--- config.mk ---
export PLATFORM = sky130hd
export DESIGN_NAME = spi_unit
export DESIGN_NICKNAME = d
export VERILOG_FILES = /design/src/rtl/spi_unit_pkg.sv /design/src/rtl/spi_unit_sync.sv /design/src/rtl/spi_unit_tick.sv /design/src/rtl/spi_unit.sv
export SDC_FILE = /design/constraint.sdc
export NUM_CORES = 1
export LEC_CHECK = 0
export BUFFER_PORTS_ARGS = -buffer_cell sky130_fd_sc_hd__clkbuf_2
export CAP_MARGIN = 20
export CELL_PAD_IN_SITES_DETAIL_PLACEMENT = 1
export CELL_PAD_IN_SITES_GLOBAL_PLACEMENT = 1
export CORE_UTILIZATION = 49
export CTS_CLUSTER_DIAMETER = 150
export DETAILED_ROUTE_END_ITERATION = 6
export GPL_ROUTABILITY_DRIVEN = 0
export PLACE_DENSITY_LB_ADDON = 0.15
export SLEW_MARGIN = 15
export SYNTH_ARGS = -nofsm -noshare
export SYNTH_HDL_FRONTEND = slang
export SYNTH_SLANG_ARGS = --single-unit
--- constraint.sdc ---
create_clock -name clk -period 3.35 [get_ports clk]
set_clock_uncertainty 0.15 [all_clocks]
set_input_delay 0.67 -clock clk [delete_from_list [all_inputs] [get_ports clk]]
set_output_delay 0.67 -clock clk [all_outputs]
set_load 0.05 [all_outputs]
--- src/rtl/spi_unit_pkg.sv ---
package spi_unit_pkg;
    localparam int unsigned DW = 8;
    localparam int unsigned CW = $clog2(DW);

    typedef enum logic [1:0] {
        ADDR_CTRL = 2'd0,
        ADDR_DATA = 2'd1,
        ADDR_CFG  = 2'd2
    } reg_addr_e;

    typedef enum logic [1:0] {
        SEL_3WIRE   = 2'b00,
        SEL_SHARED  = 2'b01,
        SEL_DRIVE_0 = 2'b10,
        SEL_DRIVE_1 = 2'b11
    } sel_mode_e;

    typedef struct packed {
        logic          done;
        logic          wcol;
        logic          fault;
        logic          ovr;
        logic [1:0]    mode;
        logic          txe;
        logic          en;
        logic          master;
        logic          ie;
        logic [DW-1:0] txbuf;
        logic [DW-1:0] rxbuf;
        logic          rx_full;
        logic [DW-1:0] shreg;
        logic [CW-1:0] cnt;
        logic          busy;
        logic          sck;
        logic          samp;
        logic          sl_loaded;
        logic          sck_prev;
    } state_t;
endpackage

--- src/rtl/spi_unit_sync.sv ---
module spi_unit_sync #(
    parameter int unsigned    W       = 1,
    parameter int unsigned    STAGES  = 2,
    parameter logic [W-1:0]   RST_VAL = '0
) (
    input  logic         clk,
    input  logic         rst_n,
    input  logic [W-1:0] din,
    output logic [W-1:0] dout
);
    logic [W-1:0] stage_q [STAGES];

    for (genvar s = 0; s < STAGES; s++) begin : g_stage
        if (s == 0) begin : g_first
            always_ff @(posedge clk or negedge rst_n) begin
                if (!rst_n) stage_q[s] <= RST_VAL;
                else        stage_q[s] <= din;
            end
        end else begin : g_next
            always_ff @(posedge clk or negedge rst_n) begin
                if (!rst_n) stage_q[s] <= RST_VAL;
                else        stage_q[s] <= stage_q[s-1];
            end
        end
    end

    assign dout = stage_q[STAGES-1];
endmodule

--- src/rtl/spi_unit_tick.sv ---
module spi_unit_tick #(
    parameter int unsigned HALF = 4
) (
    input  logic clk,
    input  logic rst_n,
    input  logic run,
    output logic tick
);
    localparam int unsigned TW = (HALF > 1) ? $clog2(HALF) : 1;
    localparam logic [TW-1:0] TOP = TW'(HALF - 1);

    logic [TW-1:0] cnt_d, cnt_q;

    always_comb begin
        tick  = run && (cnt_q == TOP);
        cnt_d = cnt_q;
        if (!run || tick) cnt_d = '0;
        else              cnt_d = cnt_q + 1'b1;
    end

    always_ff @(posedge clk or negedge rst_n) begin
        if (!rst_n) cnt_q <= '0;
        else        cnt_q <= cnt_d;
    end
endmodule

--- src/rtl/spi_unit.sv ---
module spi_unit
    import spi_unit_pkg::*;
#(
    parameter int unsigned HALF_DIV = 4
) (
    input  logic          clk,
    input  logic          rst_n,
    input  logic          bus_wr,
    input  logic          bus_rd,
    input  logic [1:0]    bus_addr,
    input  logic [DW-1:0] bus_wdata,
    output logic [DW-1:0] bus_rdata,
    output logic          irq,
    output logic          sck_o,
    output logic          sck_oe,
    input  logic          sck_i,
    output logic          mosi_o,
    output logic          mosi_oe,
    input  logic          mosi_i,
    output logic          miso_o,
    output logic          miso_oe,
    input  logic          miso_i,
    output logic          nss_o,
    output logic          nss_oe,
    input  logic          nss_i
);
    localparam logic [CW-1:0] LAST = CW'(DW - 1);

    state_t q, d;
    logic   ctrl_wr, data_wr, cfg_wr, data_rd;
    logic   sck_s, mosi_s, nss_s, sl_sel, sck_rise, tick;

    spi_unit_sync #(.W(3), .STAGES(2), .RST_VAL(3'b001)) i_sync (
        .clk  (clk),
        .rst_n(rst_n),
        .din  ({sck_i, mosi_i, nss_i}),
        .dout ({sck_s, mosi_s, nss_s})
    );

    spi_unit_tick #(.HALF(HALF_DIV)) i_tick (
        .clk  (clk),
        .rst_n(rst_n),
        .run  (q.en && q.master && q.busy),
        .tick (tick)
    );

    always_comb begin
        d        = q;
        ctrl_wr  = bus_wr && (bus_addr == ADDR_CTRL);
        data_wr  = bus_wr && (bus_addr == ADDR_DATA);
        cfg_wr   = bus_wr && (bus_addr == ADDR_CFG);
        data_rd  = bus_rd && (bus_addr == ADDR_DATA);
        sl_sel   = (q.mode != SEL_SHARED) || !nss_s;
        sck_rise = sck_s && !q.sck_prev;
        d.sck_prev = sck_s;

        // register bus side
        if (ctrl_wr) begin
            d.done  = bus_wdata[7];
            d.wcol  = bus_wdata[6];
            d.fault = bus_wdata[5];
            d.ovr   = bus_wdata[4];
            d.mode  = bus_wdata[3:2];
            d.en    = bus_wdata[0];
        end
        if (cfg_wr) begin
            d.master = bus_wdata[0];
            d.ie     = bus_wdata[1];
        end
        if (data_rd) d.rx_full = 1'b0;
        if (data_wr) begin
            if (q.txe) begin
                d.txbuf = bus_wdata;
                d.txe   = 1'b0;
            end else begin
                d.wcol = 1'b1;
            end
        end

        // serial engine
        if (!q.en) begin
            d.busy      = 1'b0;
            d.cnt       = '0;
            d.sck       = 1'b0;
            d.sl_loaded = 1'b0;
        end else if (q.master) begin
            d.sl_loaded = 1'b0;
            if (q.mode == SEL_SHARED && !nss_s) begin
                d.fault  = 1'b1;
                d.master = 1'b0;
                d.busy   = 1'b0;
                d.cnt    = '0;
                d.sck    = 1'b0;
            end else if (!q.busy) begin
                if (!q.txe) begin
                    d.shreg = q.txbuf;
                    d.txe   = 1'b1;
                    d.busy  = 1'b1;
                    d.cnt   = '0;
                    d.sck   = 1'b0;
                end
            end else if (tick) begin
                if (!q.sck) begin
                    d.sck  = 1'b1;
                    d.samp = miso_i;
                end else begin
                    d.sck   = 1'b0;
                    d.shreg = {q.shreg[DW-2:0], q.samp};
                    d.cnt   = q.cnt + 1'b1;
                    if (q.cnt == LAST) begin
                        d.busy    = 1'b0;
                        d.cnt     = '0;
                        d.done    = 1'b1;
                        d.rxbuf   = {q.shreg[DW-2:0], q.samp};
                        d.rx_full = 1'b1;
                    end
                end
            end
        end else begin
            d.busy = 1'b0;
            d.sck  = 1'b0;
            if (!sl_sel) begin
                d.cnt       = '0;
                d.sl_loaded = 1'b0;
            end else if (sck_rise) begin
                d.shreg = {q.shreg[DW-2:0], mosi_s};
                d.cnt   = q.cnt + 1'b1;
                if (q.cnt == LAST) begin
                    d.cnt       = '0;
                    d.sl_loaded = 1'b0;
                    d.done      = 1'b1;
                    if (q.rx_full && !data_rd) begin
                        d.ovr = 1'b1;
                    end else begin
                        d.rxbuf   = {q.shreg[DW-2:0], mosi_s};
                        d.rx_full = 1'b1;
                    end
                end
            end else if (!q.sl_loaded && q.cnt == '0 && !q.txe) begin
                d.shreg     = q.txbuf;
                d.txe       = 1'b1;
                d.sl_loaded = 1'b1;
            end
        end
    end

    always_ff @(posedge clk or negedge rst_n) begin
        if (!rst_n) begin
            q      <= '0;
            q.mode <= SEL_SHARED;
            q.txe  <= 1'b1;
        end else begin
            q <= d;
        end
    end

    always_comb begin
        case (bus_addr)
            ADDR_CTRL: bus_rdata = {q.done, q.wcol, q.fault, q.ovr, q.mode, q.txe, q.en};
            ADDR_DATA: bus_rdata = q.rxbuf;
            ADDR_CFG:  bus_rdata = {{(DW-2){1'b0}}, q.ie, q.master};
            default:   bus_rdata = '0;
        endcase
    end

    assign irq     = q.ie && (q.done || q.wcol || q.fault || q.ovr);
    assign sck_o   = q.sck;
    assign sck_oe  = q.en && q.master;
    assign mosi_o  = q.shreg[DW-1];
    assign mosi_oe = q.en && q.master;
    assign miso_o  = q.shreg[DW-1];
    assign miso_oe = q.en && !q.master && sl_sel;
    assign nss_o   = q.mode[0];
    assign nss_oe  = q.en && q.mode[1];
endmodule

==> impl_metrics.tcl <==
set metrics [dict create \
    status "finished, final reports clean" \
    drc_errors 0 \
    fin_crit_sh_pct 81.3 \
    row_count 26 \
    synth-edff-count 0 \
    postCtsSetupRepairBufs 0 \
    crit_type "reg -> out" \
    syn_area_per_cell_um2 10.9 \
    htree_levels 2 \
    finalNetCount 302 \
    grt_setup_unrepaired "false" \
    cts_buffer_depth 2 \
    finalSetupViolCount 0 \
    drtIter0Drc 158 \
    synthesis.area_um2 2740 \
    power_mw 2.16 \
    wl_per_cell_um 19.0 \
    wl_um 6670 \
    cts_tree "built" \
    synthToLayoutAreaGrowth_pct 9.74 \
    grtUsageTotal_pct 24.9 \
    hold_class "in -> async" \
    timing.hold.ws_ps 176 \
    hold_violations 0 \
    grt_max_degree 32 \
    wl_met1_um 2990 \
    synth_ff_type "dfrtp_1" \
    cp.required_ps 2530 \
    fin_tns_setup_ps 0 \
    tightest_slew_ps 741 \
    clk_latency_ps 310 \
    fill_cells 588 \
    p_leak_nw 1.36 \
    cts.sinks 51 \
    grt_antenna_before_repair 0 \
    cap_violations 0 \
    initial_core_util_pct 52.2 \
    cp_data_arrival_time_ps 1900 \
    ys_ff_latch 51 \
    relSlewSlack_pct 50.4 \
    multi_input_area_um2 1300 \
    drt-pass1-iter-count 5 \
    syn_inst 251 \
    synth_cell_types 49 \
    cellPowerDensity_nw_per_um2 720 \
    cts_root_buf "clkbuf_8" \
    fmax_ghz 0.367 \
    synth_seq_area_share_pct 46.8 \
    reg2reg_depth 6 \
    routed-via-count 2095 \
    worstSetupStartpointType "flip-flop" \
    stdcell_count 351 \
    cp_max_fo 15 \
    hpwl_um 5080 \
    route.met2.wl_um 3180 \
    cts_hold_buf 0 \
    grt_pass1_wl_um 11100 \
    dr_wl_met3_um 423 \
    seqCellArea_um2 1280 \
    synth_async_sr_flop_share_pct 100 \
    antenna_cells 0 \
    core_um2 5240 \
    period_minus_slack_ps 2720 \
    cts_buffers 5 \
    ctsResizeCount 0 \
    reg2reg_slack_ps 820 \
    top_layer_used "met4" \
    clkTransAtPathRegs_ps 90 \
    io_buffers 34 \
    crit_path_end_kind "output pin" \
    die-area_um2 5880 \
    die_h_um 76.7 \
    ant_nets 0 \
    slew_violations 0 \
    syn_nets 273 \
    ir_drop_uv 313 \
    first_global_vias 2012 \
    gr-total-overflow 0 \
    viasPerCell 5.97 \
    ios 35 \
    fp.dieW_um 76.7 \
    drive_above_1_share_pct 26.3 \
    yosys_warnings 0 \
    placedCellCount 343 \
]
==> critical path, cell delays in order (launching register included) <==
cell and delay (ps):
dfrtp_1 640, nand2_1 230, inv_1 370, clkbuf_2 360
==> synthesized netlist by cell type (2+ instances only) <==
cell,instances,area share (%)
buf_2,3,0.55
dfstp_2,4,3.8
nand3b_1,3,0.82
o31ai_1,2,0.55
a32oi_1,6,1.9
nand2b_1,4,0.91
inv_1,16,2.2
o21ai_0,19,3.5
clkbuf_1,6,0.82
a2111oi_0,3,0.96
nor2b_1,4,0.91
a31oi_1,2,0.46
nor2_1,13,1.8
dfrtp_1,47,43
o21a_1,3,0.82
mux2i_1,22,8.1
a21oi_1,9,1.6
mux2_2,15,6.2
nand2_1,11,1.5
buf_4,3,0.82
ha_1,4,1.8
nor3_1,4,0.73
nand3_1,5,0.91
nor4_1,6,1.4
o22ai_1,6,1.4
and3_1,2,0.46
and2_1,2,0.46
mux2_4,6,3.3
==> cell families (layout without fill, tap and decap cells) <==
family	Yosys count	in the layout	share of synthesized area, %
adder cells (fa/ha/maj)	4	4	1.83
multiplexers	44	44	17.9
AO/OA/AOI/OAI	60	60	14.9
flip-flops	51	51	46.8
buffers and inverters	31	61	5.67
AND/OR/NAND/NOR	60	60	12.5
XOR/XNOR	1	1	0.320
==> flip-flops by register name, summed over array words and instances, names as in the netlist <==
name            count
i_sync.stage_q      3
miso_o              1
i_tick.cnt_q        2
q                  40
i_sync.dout         3
nss_o               1
sck_o               1
==> metrics by stage <==
step	setup WS [ps]	area, um2	util [%]
floorplan	15.8	2740	-
global placement	787	2920	55.8
detailed placement	722	2920	55.8
CTS	627	3000	57.3
global route	498	3000	57.3
finish	628	3000	57.3
==> per-layer routing <==
| metal | track usage (%) | up-vias |
|---|---|---|
| met1 | 34.8 | 1033 |
| li1 | - | 983 |
| met5 | 0 | - |
| met2 | 37.7 | 75 |
| met4 | 9.23 | 0 |
| met3 | 5.48 | 4 |
==> final cells by class <==
| cell class | count | area share (%) |
|---|---|---|
| clock buffer | 7 | 2.54 |
| sequential | 51 | 42.7 |
| tap | 70 | 2.92 |
| clock inverter | 1 | 0.167 |
| inverter | 16 | 2.00 |
| multi-input combinational | 169 | 43.3 |
| timing repair buffer | 37 | 6.42 |
==> where the power goes <==
| part | leakage [nW] | switching (mW) | internal [mW] |
|---|---|---|---|
| clock | 0.0422 | 0.201 | 0.147 |
| sequential | 0.621 | 0.191 | 0.796 |
| combinational | 0.692 | 0.492 | 0.334 |
==> placed cells by master, fill, tap and decap left out, drive strengths merged, types with 5 or more instances in the layout <==
master and n:
nand3 5, mux2i 22, nor4 7, a32oi 7, o22ai 6, nand2 11
o21ai 20, dfrtp 47, a21oi 9, mux2 22, clkbuf 41, nor2 13
inv 16
==> worst paths after layout <==
| path | from | to |
|---|---|---|
| worst max register to register | q[5]$_DFFE_PN0P_ | q[17]$_DFFE_PN0P_ |
| worst min register to register | i_sync.stage_q[4]$_DFF_PN0_ | i_sync.dout[1]$_DFF_PN0_ |
| worst min-delay path | rst_n | i_tick.cnt_q[1]$_DFF_PN0_ |
| max in group asynchronous | rst_n | q[36]$_DFF_PN1_ |
| min in group clk | i_sync.stage_q[4]$_DFF_PN0_ | i_sync.dout[1]$_DFF_PN0_ |
| worst max-delay path | q[34]$_DFF_PN0_ | sck_oe |
Power figures use the tool's default switching activity.
